**config.mk**
```make
export PLATFORM = sky130hd
export DESIGN_NAME = fpu_err_gate
export DESIGN_NICKNAME = d
export VERILOG_FILES = /design/src/rtl/fpe_pkg.sv /design/src/rtl/fpe_ts_tracker.sv /design/src/rtl/fpe_err_latch.sv /design/src/rtl/fpe_issue_gate.sv /design/src/rtl/fpu_err_gate.sv
export SDC_FILE = /design/constraint.sdc
export NUM_CORES = 1
export LEC_CHECK = 0
export BUFFER_PORTS_ARGS = -buffer_cell sky130_fd_sc_hd__clkbuf_2
export CAP_MARGIN = 40
export CORE_AREA = 2 2 39 41
export CTS_CLUSTER_SIZE = 16
export DETAILED_ROUTE_END_ITERATION = 12
export DIE_AREA = 0 0 41 43
export PLACE_DENSITY = 0.36
export SYNTH_ARGS = -nofsm -noshare
export SYNTH_HDL_FRONTEND = slang
export SYNTH_SLANG_ARGS = --single-unit
```
**constraint.sdc**
```tcl
create_clock -name clk -period 2.15 [get_ports clk]
set_input_delay 0.1075 -clock clk [delete_from_list [all_inputs] [get_ports clk]]
set_output_delay 0.1075 -clock clk [all_outputs]
set_load 0.02 [all_outputs]
```
**src/rtl/fpe_pkg.sv**
```systemverilog
// Package: shared instruction-class type for the floating-point error gate.
// Assumes the issue stage tags each instruction with one of four classes.
package fpe_pkg;

    localparam int CLASS_W = 2;

    typedef enum logic [CLASS_W-1:0] {
        CLS_INT     = 2'b00,
        CLS_FP_WAIT = 2'b01,
        CLS_FP_CTRL = 2'b10,
        CLS_SIMD    = 2'b11
    } ins_class_e;

    // True for every class that touches floating-point or SIMD state.
    function automatic logic uses_fp_state(input ins_class_e c);
        return (c != CLS_INT);
    endfunction

    // True for classes that must wait for a pending numeric error.
    function automatic logic waits_for_error(input ins_class_e c);
        return (c == CLS_FP_WAIT);
    endfunction

endpackage

```
**src/rtl/fpe_ts_tracker.sv**
```systemverilog
// Module: task-switched flag keeper.
// Sets on a task-switch pulse and clears on an explicit request. A set
// in the same cycle as a clear wins, since the switch is the newer event.
// Assumes both inputs are synchronous single-cycle pulses.
module fpe_ts_tracker (
    input  logic clk,
    input  logic rst_n,
    input  logic task_switch_i,
    input  logic ts_clear_i,
    output logic ts_o
);

    logic ts_q;

    // Flag register: set has priority over clear.
    always_ff @(posedge clk) begin
        if (!rst_n)             ts_q <= 1'b0;
        else if (task_switch_i) ts_q <= 1'b1;
        else if (ts_clear_i)    ts_q <= 1'b0;
    end

    assign ts_o = ts_q;


    ts_set_chk: assert property (@(posedge clk) disable iff (!rst_n)
        task_switch_i |=> ts_q);


    ts_clr_chk: assert property (@(posedge clk) disable iff (!rst_n)
        (ts_clear_i && !task_switch_i) |=> !ts_q);

endmodule

```
**src/rtl/fpe_err_latch.sv**
```systemverilog
// Module: numeric error router and latch.
// Routes an unmasked error pulse by the mode in force in that cycle:
// native mode gives a one-cycle exception request, legacy mode with the
// ignore input high latches a pending error, and legacy mode with the
// ignore input low drops the error. A new error beats a same-cycle clear.
// Assumes fp_err_i is a single-cycle pulse per error.
module fpe_err_latch (
    input  logic clk,
    input  logic rst_n,
    input  logic err_i,
    input  logic clear_i,
    input  logic ne_i,
    input  logic ignore_n_i,
    output logic pend_o,
    output logic native_o
);

    logic pend_q;
    logic native_q;
    logic legacy_take;
    logic native_take;

    // Classify the incoming error by the current mode inputs.
    always_comb begin
        native_take = err_i && ne_i;
        legacy_take = err_i && !ne_i && ignore_n_i;
    end

    // Pending-error latch: a new error has priority over clear.
    always_ff @(posedge clk) begin
        if (!rst_n)           pend_q <= 1'b0;
        else if (legacy_take) pend_q <= 1'b1;
        else if (clear_i)     pend_q <= 1'b0;
    end

    // Native exception request: registered one-cycle pulse.
    always_ff @(posedge clk) begin
        if (!rst_n) native_q <= 1'b0;
        else        native_q <= native_take;
    end

    assign pend_o   = pend_q;
    assign native_o = native_q;


    pend_hold_chk: assert property (@(posedge clk) disable iff (!rst_n)
        (pend_q && !clear_i) |=> pend_q);


    set_beats_clr_chk: assert property (@(posedge clk) disable iff (!rst_n)
        (err_i && !ne_i && ignore_n_i && clear_i) |=> pend_q);


    native_pulse_chk: assert property (@(posedge clk) disable iff (!rst_n)
        (err_i && ne_i) |=> native_q);


    ignored_err_chk: assert property (@(posedge clk) disable iff (!rst_n)
        (err_i && !ne_i && !ignore_n_i && !pend_q) |=> (!pend_q && !native_q));

endmodule

```
**src/rtl/fpe_issue_gate.sv**
```systemverilog
// Module: issue-time gating of floating-point work.
// Traps any floating-point or SIMD issue while the task-switched flag is
// set. Otherwise it holds waiting instructions while an external error is
// pending. The trap wins over the stall, and a trapped instruction is
// consumed without executing. Purely combinational; the clock and reset
// are used only by the assertions.
module fpe_issue_gate
    import fpe_pkg::*;
(
    input  logic       clk,
    input  logic       rst_n,
    input  logic       valid_i,
    input  ins_class_e class_i,
    input  logic       ts_i,
    input  logic       pend_i,
    output logic       ready_o,
    output logic       fire_o,
    output logic       stall_o,
    output logic       dna_o
);

    logic trap;
    logic hold;

    // Decide trap, stall and execution for the presented instruction.
    always_comb begin
        trap    = valid_i && ts_i && uses_fp_state(class_i);
        hold    = valid_i && !trap && pend_i && waits_for_error(class_i);
        stall_o = hold;
        ready_o = !hold;
        dna_o   = trap;
        fire_o  = valid_i && !hold && !trap;
    end


    stall_blocks_chk: assert property (@(posedge clk) disable iff (!rst_n)
        stall_o |-> (!fire_o && !ready_o));


    trap_blocks_chk: assert property (@(posedge clk) disable iff (!rst_n)
        dna_o |-> (!fire_o && ready_o));


    trap_over_stall_chk: assert property (@(posedge clk) disable iff (!rst_n)
        (valid_i && ts_i && pend_i) |-> !stall_o);


    nonwait_pass_chk: assert property (@(posedge clk) disable iff (!rst_n)
        (valid_i && !ts_i && class_i != CLS_FP_WAIT) |-> fire_o);

endmodule

```
**src/rtl/fpu_err_gate.sv**
```systemverilog
// Module: top of the floating-point error reporting and gating block.
// Joins the error latch, the task-switched flag and the issue gate, and
// turns the internal pending state into the active-low legacy error line.
// Assumes all inputs are synchronous to clk.
module fpu_err_gate (
    input  logic       clk,
    input  logic       rst_n,
    input  logic       fp_err_i,
    input  logic       err_clear_i,
    input  logic       ne_i,
    input  logic       ext_ignore_n_i,
    input  logic       issue_valid_i,
    input  logic [1:0] issue_class_i,
    input  logic       task_switch_i,
    input  logic       ts_clear_i,
    output logic       fp_err_n_o,
    output logic       issue_ready_o,
    output logic       issue_fire_o,
    output logic       stall_o,
    output logic       native_exc_o,
    output logic       dna_exc_o
);
    import fpe_pkg::*;

    logic       pend;
    logic       ts;
    ins_class_e cls;

    assign cls = ins_class_e'(issue_class_i);

    fpe_err_latch u_err (
        .clk        (clk),
        .rst_n      (rst_n),
        .err_i      (fp_err_i),
        .clear_i    (err_clear_i),
        .ne_i       (ne_i),
        .ignore_n_i (ext_ignore_n_i),
        .pend_o     (pend),
        .native_o   (native_exc_o)
    );

    fpe_ts_tracker u_ts (
        .clk           (clk),
        .rst_n         (rst_n),
        .task_switch_i (task_switch_i),
        .ts_clear_i    (ts_clear_i),
        .ts_o          (ts)
    );

    fpe_issue_gate u_gate (
        .clk     (clk),
        .rst_n   (rst_n),
        .valid_i (issue_valid_i),
        .class_i (cls),
        .ts_i    (ts),
        .pend_i  (pend),
        .ready_o (issue_ready_o),
        .fire_o  (issue_fire_o),
        .stall_o (stall_o),
        .dna_o   (dna_exc_o)
    );

    // Legacy error line: low while an external error is pending.
    assign fp_err_n_o = !pend;


    err_line_reset_chk: assert property (@(posedge clk)
        !rst_n |=> fp_err_n_o);


    native_no_line_chk: assert property (@(posedge clk) disable iff (!rst_n)
        (fp_err_i && ne_i && fp_err_n_o && !err_clear_i) |=> fp_err_n_o);

endmodule

```
# Yosys cells after proc, flatten, opt, wreduce, memory -nomap -nowiden
# Cells that the tools add are included.
# W data, S select, Z words.
# op_classes
addsub	0
n_mul	0
div_mod_pow	0
magnitude_cmp	0
eq_ne	1
shifts	0
mux	4
bitwise	0
reduce_logical	17
# ops
operator	n
$logic_and A1 B1 Y1	10
$reduce_bool A2 Y1	3
$logic_not A1 Y1	4
$mux W1	4
$eq A2 B1 Y1 const B	1
# totals
regBits	3
latch_bits	0
ramBits	0
romBits	0
input_bits	11
wordCells	25
memories	0

# Longest topological paths before layout
# depth
word_depth	9
ltp_mapped	2
depth_no_buf	2

# Cells and area by module
# A second synthesis with hierarchy kept.
# hier_totals
cells_unflattened	18
area_unflattened_um2	166.4
# modules_own_cells
mod	n_inst	cells_each	area_each_um2	seq_area_each_um2
fpe_err_latch	1	6	67.6	40.0
fpe_issue_gate	1	8	53.8	0.0
fpe_ts_tracker	1	3	41.3	20.0
fpu_err_gate	1	1	3.8	0.0

# Worst setup path before layout
# Ideal clock, no wire load.
# synth_timing
path_type	register to output
from	register u_err.pend_q, in the netlist u_err.pend_o
to	output stall_o
t_arrival_ns	0.972
path_slack_ns	1.071
stages_incl_launch_ff	3
n_path_buf	0
cell_sequence	dfxtp_1 -> inv_1 -> nor4b_2
# synth_via
elab_chain_len	2
# synth_rtl
item	line	rtl
from (decl)	fpe_err_latch.sv:18	logic pend_q;
from (signal assigned)	fpe_err_latch.sv:31	if (!rst_n) pend_q <= 1'b0;
from (signal assigned)	fpe_err_latch.sv:32	else if (legacy_take) pend_q <= 1'b1;
from (signal assigned)	fpe_err_latch.sv:33	else if (clear_i) pend_q <= 1'b0;
$logic_and A1 B1 Y1 (2 in a row)	fpe_issue_gate.sv:28	hold = valid_i && !trap && pend_i && waits_for_error(class_i);
to (decl)	fpu_err_gate.sv:19	output logic stall_o,
# Every way passes these cells.

# Worst setup path in the final report
# layout_timing
from	register u_ts.ts_q, in the netlist u_ts.ts_o
to	output stall_o
# layout_via
elab_chain_len	6
# layout_rtl
item	line	rtl
from (decl)	fpe_ts_tracker.sv:13	logic ts_q;
from (signal assigned)	fpe_ts_tracker.sv:17	if (!rst_n) ts_q <= 1'b0;
from (signal assigned)	fpe_ts_tracker.sv:18	else if (task_switch_i) ts_q <= 1'b1;
from (signal assigned)	fpe_ts_tracker.sv:19	else if (ts_clear_i) ts_q <= 1'b0;
$logic_and A1 B1 Y1 (2 in a row)	fpe_issue_gate.sv:27	trap = valid_i && ts_i && uses_fp_state(class_i);
$logic_not A1 Y1	fpe_issue_gate.sv:28	
$logic_and A1 B1 Y1 (3 in a row)	fpe_issue_gate.sv:28	
# Every way passes these cells.

==> flow_summary.yaml <==
status:
  status: "finished, final reports clean"
detailed_routing:
  drt-initial-drc-count: 2
  route.detailed.drc: 0
  routedWlPerCell_um: 8.796
  drtPass1Iterations: 4
  vias_per_cell: 3.852
  vias: 208
  wl_um: 475
  ant_nets: 0
cells_and_area:
  antenna_cells_inserted: 0
  multi_input_area_um2: 93.84
  nets: 50
  final_area_um2: 284.0
  syn_to_final_growth_pct: 80.16
  fillers: 151
  final-seq-area_um2: 60.06
  layout-drive-gt1-share: 0.5263
  postLayoutCoreUtil: 0.2052
sta:
  setup_viol: 0
  fin_setup_tns_ns: 0
  fmax_mhz: 791.8
  finalHoldViolCount: 0
  rsz0062_at_grt: "no"
  finalCritPeriodShare: 0.5874
  period_minus_slack_ns: 1.263
  worst_slew_margin_rel: 0.8796
  worstMarginPinSlew_ns: 0.1801
  finalMaxSlewViolations: 0
  skew_ns: 0
critical_path:
  reg2reg_depth: 2
  worstReg2RegStart: "u_ts.ts_o"
  endpoint_kind: "output port"
  cp_data_required_time_ns: 2.04
  arrival_ns: 1.16
  r2r-end: "u_ts.ts_o"
  critPathMaxFanout: 4
  critPathLaunchType: "flop"
  crit_start: "u_ts.ts_o"
  ff2ff_setup_slack_ns: 1.44
  critical_path_class: "reg -> out"
  endpoint: "stall_o"
grt:
  grt_first_pass_wirelength_um: 572
  grt_pass1_vias: 162
  grt_use_met3: 0.02618
  gr-usage-met2: 0.05625
  grt-ovfl-total: 0
  grt_usage: 0.05316
  grt_max_degree: 5
  grt-busiest-layer: "met4"
  antenna_found_initial: 0
  met1_usage: 0.05769
logic_synthesis:
  synth-simple-area-share: 0.4603
  synth_compound_area_frac: 0.1349
  yosys-top-cells-area: "dfxtp_1, nand4b_1, nor4b_2"
  synth_area_um2: 157.7
  synth_common_cells: "dfxtp_1, nand2_1, nand4b_1, nor2_1, nor2b_1"
  ys.flop_type: "dfxtp_1"
  synth_edf_count: 0
  yosysTopAreaCell: "dfxtp_1"
  avgSynthCellArea_um2: 8.758
  syn-num-nets: 29
  async_flop_share: 0
  ys_ff_latch: 3
  synth_mux_area_frac: 0
  syn_inst: 18
  synth_top_family_by_area: "simple AND/OR/NAND/NOR gates"
  yosysWarnings: 0
  ys_seq_area_frac: 0.3810
  ys_types: 12
  synthAdderAreaFrac: 0
  synthXorXnorAreaFrac: 0
  yosysTopAreaCellShare: 0.3810
  yosysMostFrequentCell: "dfxtp_1"
floorplan:
  placement_rows: 14
  coreArea_um2: 1384
  pin_count: 17
  die_area_um2: 1763
  die_h_um: 43
  initial_utilization: 0.1139
  die_w_um: 41
pwr:
  total_power_w: 0.0001895
  peakVddDrop_v: 0.0001609
  leakagePower_nw: 0.1363
  power_density_nw_per_um2: 667.2
clocking:
  clk_path_buf_depth: 2
  cts.reportedPaths.clkPinSlew_ns: 0.04
  cts_hold_buf: 0
  cts-root-buf: "clkbuf_4"
  postCtsSetupBuffers: 0
  cts_resized: 0
  cts_tree: "done"
  cts_buffers: 3
  cts_max_level: 1
  clock_sinks: 3
  clk_latency_ns: 0.23
worst_hold_path:
  hp-class: "in -> reg"
  holdPathStages: 2
placed_design:
  placed_area_um2: 257.7
  port_buffers: 16
  place_congestion: 0.5631
job:
  drv_cap: 0
## worst max-delay path, cell delays in order (launching register included)
cell and delay (ns):
dfxtp_1 0.31, nand2b_1 0.17, nor4b_2 0.24, clkbuf_2 0.20
## power breakdown
group          internal (W)  switching, W
sequential        0.0000587    0.00000166
combinational     0.0000144     0.0000162
clock             0.0000695     0.0000290
## cell usage in the layout (no fill, tap or decap), drive strengths merged
cell type  netlist  final
o2bb2ai          1      1
nand2b           1      1
nand4b           2      2
nor4b            1      1
nor2b            2      2
and3             1      1
nor2             2      2
clkbuf           0     20
inv              1      1
o21a             1      1
o21ai            1      1
nand2            2      2
dfxtp            3      3
## worst min-delay path by stage
| stage | end | startpoint | slack, ns |
|---|---|---|---|
| 2_1_floorplan | u_err.pend_o | err_clear_i | 0.20 |
| 3_3_place_gp | u_err.pend_o | err_clear_i | 0.29 |
| 3_5_place_dp | u_err.pend_o | err_clear_i | 0.29 |
| 4_1_cts | u_err.pend_o | err_clear_i | 0.04 |
| 5_1_grt | u_err.pend_o | err_clear_i | 0.04 |
| 6_report | u_err.pend_o | err_clear_i | 0.05 |
## final cells by class
type                    instances  area share
clock buffers                   4     0.09251
inverters                       1     0.01322
multi-input cells              14      0.3304
flip-flops and latches          3      0.2115
well taps                      16     0.07048
repair buffers                 16      0.2819
## routing by layer
| metal | routed length [um] | vias up |
|---|---|---|
| met1 | 189 | 87 |
| met2 | 179 | 17 |
| met5 | 0 | - |
| met4 | 0 | 0 |
| met3 | 107 | 0 |
| li1 | - | 104 |
## flip-flops by register name (all words and copies together) (netlist names)
signal / cells
u_err.native_o: 1
u_err.pend_o: 1
u_ts.ts_o: 1
## kinds of logic after synthesis
group                  after synthesis
AOI/OAI and AO/OA                    3
DFF                                  3
buffers and inverters                1
and+or+nand+nor                     11
## stage by stage
| stage | instances | hold WS [ns] | worst slack [ns] |
|---|---|---|---|
| after global routing | 54 | 0.04392 | 0.8135 |
| after floorplan | 18 | 0.2031 | 1.071 |
| after global placement | 50 | 0.2879 | 1.146 |
| after CTS | 54 | 0.03940 | 0.8729 |
| after detailed placement | 50 | 0.2917 | 1.130 |
| final | 54 | 0.04874 | 0.8871 |
No activity file was read; power rests on OpenSTA's default activity.
